===== src/rtl/issue_pkg.sv =====
package issue_pkg;

  // Reasons an instruction may be held; internal to the block.
  typedef struct packed {
    logic unit_busy;
    logic src_wait;
    logic dst_conflict;
    logic branch_block;
    logic sb_full;
  } hold_t;

  localparam int unsigned NUM_SRC = 2;

endpackage


===== src/rtl/src_check.sv =====
module src_check #(
  parameter int unsigned NUM_REGS = 32,
  localparam int unsigned RIDX_W = $clog2(NUM_REGS)
) (
  input  logic [RIDX_W-1:0]   idx,
  input  logic                used,
  input  logic [NUM_REGS-1:0] pending,
  input  logic [NUM_REGS-1:0] fwd_ok,
  output logic                ready
);
  logic zero_reg;
  assign zero_reg = (idx == '0);
  // Operand comes from the register file when no writer is pending,
  // or from the forwarding path when the pending result exists.
  always_comb begin
    ready = 1'b1;
    if (used && !zero_reg)
      ready = !pending[idx] || fwd_ok[idx];
  end
endmodule


===== src/rtl/unit_select.sv =====
module unit_select #(
  parameter int unsigned NUM_UNITS = 4,
  localparam int unsigned UNIT_W = (NUM_UNITS > 1) ? $clog2(NUM_UNITS) : 1
) (
  input  logic [UNIT_W-1:0]    unit,
  input  logic [NUM_UNITS-1:0] free_now,
  input  logic [NUM_UNITS-1:0] free_next,
  input  logic                 go,
  output logic                 unit_ok,
  output logic [NUM_UNITS-1:0] strobe
);
  logic [NUM_UNITS-1:0] hit;
  for (genvar k = 0; k < NUM_UNITS; k++) begin : g_unit
    assign hit[k]    = (unit == UNIT_W'(k));
    assign strobe[k] = go && hit[k];
  end
  assign unit_ok = |(hit & (free_now | free_next));
endmodule


===== src/rtl/branch_track.sv =====
module branch_track (
  input  logic clk,
  input  logic rst,
  input  logic branch_issue,
  input  logic resolve,
  output logic busy
);
  always_ff @(posedge clk) begin
    if (rst)               busy <= 1'b0;
    else if (branch_issue) busy <= 1'b1;
    else if (resolve)      busy <= 1'b0;
  end
endmodule


===== src/rtl/issue_gate.sv =====
module issue_gate
  import issue_pkg::*;
#(
  parameter int unsigned NUM_REGS  = 32,
  parameter int unsigned NUM_UNITS = 4,
  localparam int unsigned RIDX_W = $clog2(NUM_REGS),
  localparam int unsigned UNIT_W = (NUM_UNITS > 1) ? $clog2(NUM_UNITS) : 1
) (
  input  logic                 clk,
  input  logic                 rst,
  input  logic                 dec_valid,
  input  logic [UNIT_W-1:0]    dec_unit,
  input  logic [RIDX_W-1:0]    dec_rs1,
  input  logic                 dec_rs1_used,
  input  logic [RIDX_W-1:0]    dec_rs2,
  input  logic                 dec_rs2_used,
  input  logic [RIDX_W-1:0]    dec_rd,
  input  logic                 dec_rd_we,
  input  logic                 dec_branch,
  input  logic [NUM_UNITS-1:0] unit_free_now,
  input  logic [NUM_UNITS-1:0] unit_free_next,
  input  logic [NUM_REGS-1:0]  reg_pending,
  input  logic [NUM_REGS-1:0]  reg_fwd_ok,
  input  logic                 sb_full,
  input  logic                 branch_done,
  output logic [NUM_UNITS-1:0] unit_issue,
  output logic                 dec_stall,
  output logic                 branch_busy
);

  logic [RIDX_W-1:0]  src_idx  [NUM_SRC];
  logic [NUM_SRC-1:0] src_used;
  logic [NUM_SRC-1:0] src_rdy;
  hold_t              hold;
  logic               unit_ok;
  logic               go;

  assign src_idx[0] = dec_rs1;
  assign src_idx[1] = dec_rs2;
  assign src_used   = {dec_rs2_used, dec_rs1_used};

  for (genvar s = 0; s < NUM_SRC; s++) begin : g_src
    src_check #(.NUM_REGS(NUM_REGS)) u_src (
      .idx     (src_idx[s]),
      .used    (src_used[s]),
      .pending (reg_pending),
      .fwd_ok  (reg_fwd_ok),
      .ready   (src_rdy[s])
    );
  end

  unit_select #(.NUM_UNITS(NUM_UNITS)) u_unit (
    .unit      (dec_unit),
    .free_now  (unit_free_now),
    .free_next (unit_free_next),
    .go        (go),
    .unit_ok   (unit_ok),
    .strobe    (unit_issue)
  );

  always_comb begin
    hold.unit_busy    = !unit_ok;
    hold.src_wait     = !(&src_rdy);
    hold.dst_conflict = dec_rd_we && (dec_rd != '0) && reg_pending[dec_rd];
    hold.branch_block = dec_branch && branch_busy;
    hold.sb_full      = sb_full;
  end

  assign go        = dec_valid && (hold == '0);
  assign dec_stall = dec_valid && !go;

  branch_track u_br (
    .clk          (clk),
    .rst          (rst),
    .branch_issue (go && dec_branch),
    .resolve      (branch_done),
    .busy         (branch_busy)
  );

  logic any_issue;
  assign any_issue = |unit_issue;

  // single issue, only with a valid instruction
  a_r1_one_issue: assert property (@(posedge clk) disable iff (rst)
    $onehot0(unit_issue) && (any_issue -> dec_valid));
  // target unit must be free now or next cycle
  a_r2_unit_free: assert property (@(posedge clk) disable iff (rst)
    any_issue |-> |(unit_issue & (unit_free_now | unit_free_next)));
  // no second pending writer to a nonzero register
  a_r4_no_waw: assert property (@(posedge clk) disable iff (rst)
    (any_issue && dec_rd_we && dec_rd != '0) |-> !reg_pending[dec_rd]);
  // one unresolved branch at a time
  a_r6_one_branch: assert property (@(posedge clk) disable iff (rst)
    (any_issue && dec_branch) |-> !branch_busy);
  // flag set after branch issue
  a_r7_flag_set: assert property (@(posedge clk) disable iff (rst)
    (any_issue && dec_branch) |=> branch_busy);
  // flag cleared after resolve
  a_r7_flag_clear: assert property (@(posedge clk) disable iff (rst)
    (branch_done && !(any_issue && dec_branch)) |=> !branch_busy);
  // full scoreboard blocks issue
  a_r8_full_blocks: assert property (@(posedge clk) disable iff (rst)
    sb_full |-> !any_issue);
  // stall is the complement of issue for a valid instruction
  a_r9_stall_xor: assert property (@(posedge clk) disable iff (rst)
    dec_valid |-> (dec_stall != any_issue));

endmodule


===== config.mk =====
export PLATFORM = sky130hd
export DESIGN_NAME = issue_gate
export DESIGN_NICKNAME = d
export VERILOG_FILES = /design/src/rtl/issue_pkg.sv /design/src/rtl/src_check.sv /design/src/rtl/unit_select.sv /design/src/rtl/branch_track.sv /design/src/rtl/issue_gate.sv
export SDC_FILE = /design/constraint.sdc
export NUM_CORES = 1
export LEC_CHECK = 0
export BUFFER_PORTS_ARGS = -buffer_cell sky130_fd_sc_hd__buf_2
export CAP_MARGIN = 20
export CORE_MARGIN = 2
export CORE_UTILIZATION = 41
export CTS_CLUSTER_DIAMETER = 60
export DETAILED_ROUTE_END_ITERATION = 10
export GPL_ROUTABILITY_DRIVEN = 0
export PLACE_DENSITY = 0.88
export SYNTH_ARGS = -nofsm -noshare
export SYNTH_HDL_FRONTEND = slang
export SYNTH_SLANG_ARGS = --single-unit

===== constraint.sdc =====
create_clock -name clk -period 1.94 [get_ports clk]
set_input_delay 0 -clock clk [delete_from_list [all_inputs] [get_ports clk]]
set_output_delay 0 -clock clk [all_outputs]
set_load 0.02 [all_outputs]

==> impl_metrics.yaml <==
timing:
  timing.final.crit_share: 0.9702
  max_slew_margin: 0.7281
  rsz0062_at_grt: "yes"
  finalMaxSlewViolations: 0
  fmax_ghz: 0.5313
  tightestPinTransition_ps: 402.8
  finalCriticalPeriod_ps: 1882
  hold_viol: 0
  setup_viol: 0
  fin_skew_ps: 0
  whs_ps: 223.8
yosys:
  netlist_area_um2: 1343
  ys_warn_count: 0
  syn_inst: 151
  synth-xor-area-share: 0
  synth_compound_area_frac: 0.2134
  synth_edf_count: 0
  yosysUniqueCellTypes: 49
  ys_ff_latch: 1
  synth.mux.area_fraction: 0.2796
  synth_nets: 249
  avgSynthCellArea_um2: 8.891
  ys.flop_type: "dfxtp_1"
  yosysSeqAreaShare: 0.01491
  synth_adder_area_share: 0
  yosys.area_share.simple: 0.4082
  synth_top_family_by_area: "simple AND/OR/NAND/NOR gates"
  synth_async_sr_flop_share: 0
power:
  design_power_total_uw: 404.5
  power_density_nw_per_um2: 204.5
  peakVddDrop_mv: 0.1101
  p_leak_nw: 0.8742
detailed_routing:
  detail_route.wl_per_cell_um: 16.03
  drt_iter0_drc: 60
  vias: 1787
  via_per_inst: 6.078
  ant_nets: 0
  wirelength_um: 4713
  dr.pass1.iters: 4
  drcViolationCount: 0
worst_setup_path:
  cp.required_ps: 1940
  startpoint_type: "primary input"
  cp-end-kind: "output pin"
  arrival_ps: 1880
  worst-path-max-fanout: 6
  crit_type: "in2out"
floorplanning:
  initial_core_util: 0.4362
  core-area_um2: 3078
  dieArea_um2: 3749
  ios: 104
  num_rows: 20
  fp.dieH_um: 61.23
  fp.dieW_um: 61.23
finish:
  multi_input_area_um2: 1265
  seqCellArea_um2: 20.02
  antenna_cells_inserted: 0
  largest_register_ffs: 1
  top_regs: "u_br.busy: 1 flops"
  instances_no_fill: 294
  final_util: 0.6427
  max_flop_register: "u_br.busy"
  fin_nets: 350
  drive_gt1_frac: 0.5560
  final_common_cell: "buf_2"
  layout_common_cells: "buf_2, nand2b_1, mux4_2"
  fin_area_um2: 1978
  nFillCells: 298
  areaGrowthSynthToFinish_pct: 47.34
cts:
  cts_resized: 0
  hold_buffers: 0
  clk_pin_slew_ps: 0
  cts_setup_buffers: 0
  clk_latency_ps: 0
grt:
  grt_max_degree: 17
  grt_first_pass_wirelength_um: 6713
  first_global_vias: 1621
  grt.total_usage: 0.2352
  antenna_found_initial: 0
  grt_overflow_total: 0
place:
  numPlacedInstances: 294
  io_buffers: 103
  dpl.hpwl_um: 3979
  place_area_um2: 1883
status:
  status: "completed"
hold_path:
  hold_path_class: "in2reg"
run:
  cap_violations: 0
synth_stat cells (3+ instances only):
| library cell | count | area (um^2) |
|---|---|---|
| nor2_1 | 4 | 15.01 |
| inv_1 | 8 | 30.03 |
| nand2_1 | 5 | 18.77 |
| nand2b_1 | 13 | 81.33 |
| nor2b_1 | 4 | 25.02 |
| and3b_1 | 3 | 26.28 |
| buf_4 | 3 | 22.52 |
| nor4_1 | 4 | 25.02 |
| o311ai_0 | 3 | 26.28 |
| nor3b_1 | 9 | 67.56 |
| a311o_1 | 3 | 30.03 |
| buf_2 | 3 | 15.01 |
| nand3b_1 | 8 | 60.06 |
| mux2i_1 | 3 | 30.03 |
| mux4_2 | 12 | 270.3 |
| o2111ai_1 | 4 | 35.03 |
| a31oi_1 | 4 | 25.02 |
| nand3_1 | 5 | 25.02 |
| nor4bb_1 | 3 | 30.03 |
| o211ai_1 | 4 | 30.03 |
| nor3_1 | 4 | 20.02 |
path summary, 6_finish.rpt:
kind,to,cells past startpoint,slack (ps),startpoint
min,u_br.busy$_SDFFE_PP0P_,2,220,rst
max,unit_issue[1],8,60,reg_pending[29]
min reg2reg,u_br.busy$_SDFFE_PP0P_,2,620,u_br.busy$_SDFFE_PP0P_
max reg2reg,u_br.busy$_SDFFE_PP0P_,4,370,u_br.busy$_SDFFE_PP0P_
logic make-up after synthesis:
group	Yosys count
multiplexers	19
buffers and inverters	19
flip-flops	1
AND/OR/NAND/NOR	79
AO/OA/AOI/OAI	33
power by group:
group	switching (mW)	total [mW]	internal, mW
logic	0.177	0.383	0.206
clock network	0	0	0
registers	0.000435	0.0220	0.0215
critical path, stage by stage:
cell       delay (ps)
buf_6              90
nor2b_4           110
mux4_2            470
o221ai_2          190
o2111ai_2         140
a311o_2           450
nor4_1            230
buf_2             210
routing by layer:
metal	vias to the layer above	track usage	share of wire
li1	833	-	-
met1	850	0.2778	0.37
met2	92	0.4529	0.52
met3	12	0.01471	0.085
met4	0	0.06522	0.022
met5	-	0	0
metrics by stage:
stage	setup WS [ps]	setup TNS [ps]
4_1_cts	5.885	0
5_1_grt	-23.70	-56.16
3_3_place_gp	57.82	0
3_5_place_dp	16.72	0
2_1_floorplan	-19.58	-39.15
6_report	57.91	0
final cells by class:
type | count | area share
repair buffers | 110 | 0.3074
multi-input cells | 131 | 0.6395
inverters | 8 | 0.01518
well taps | 44 | 0.02783
flip-flops and latches | 1 | 0.01012
Power figures use the tool's default switching activity.
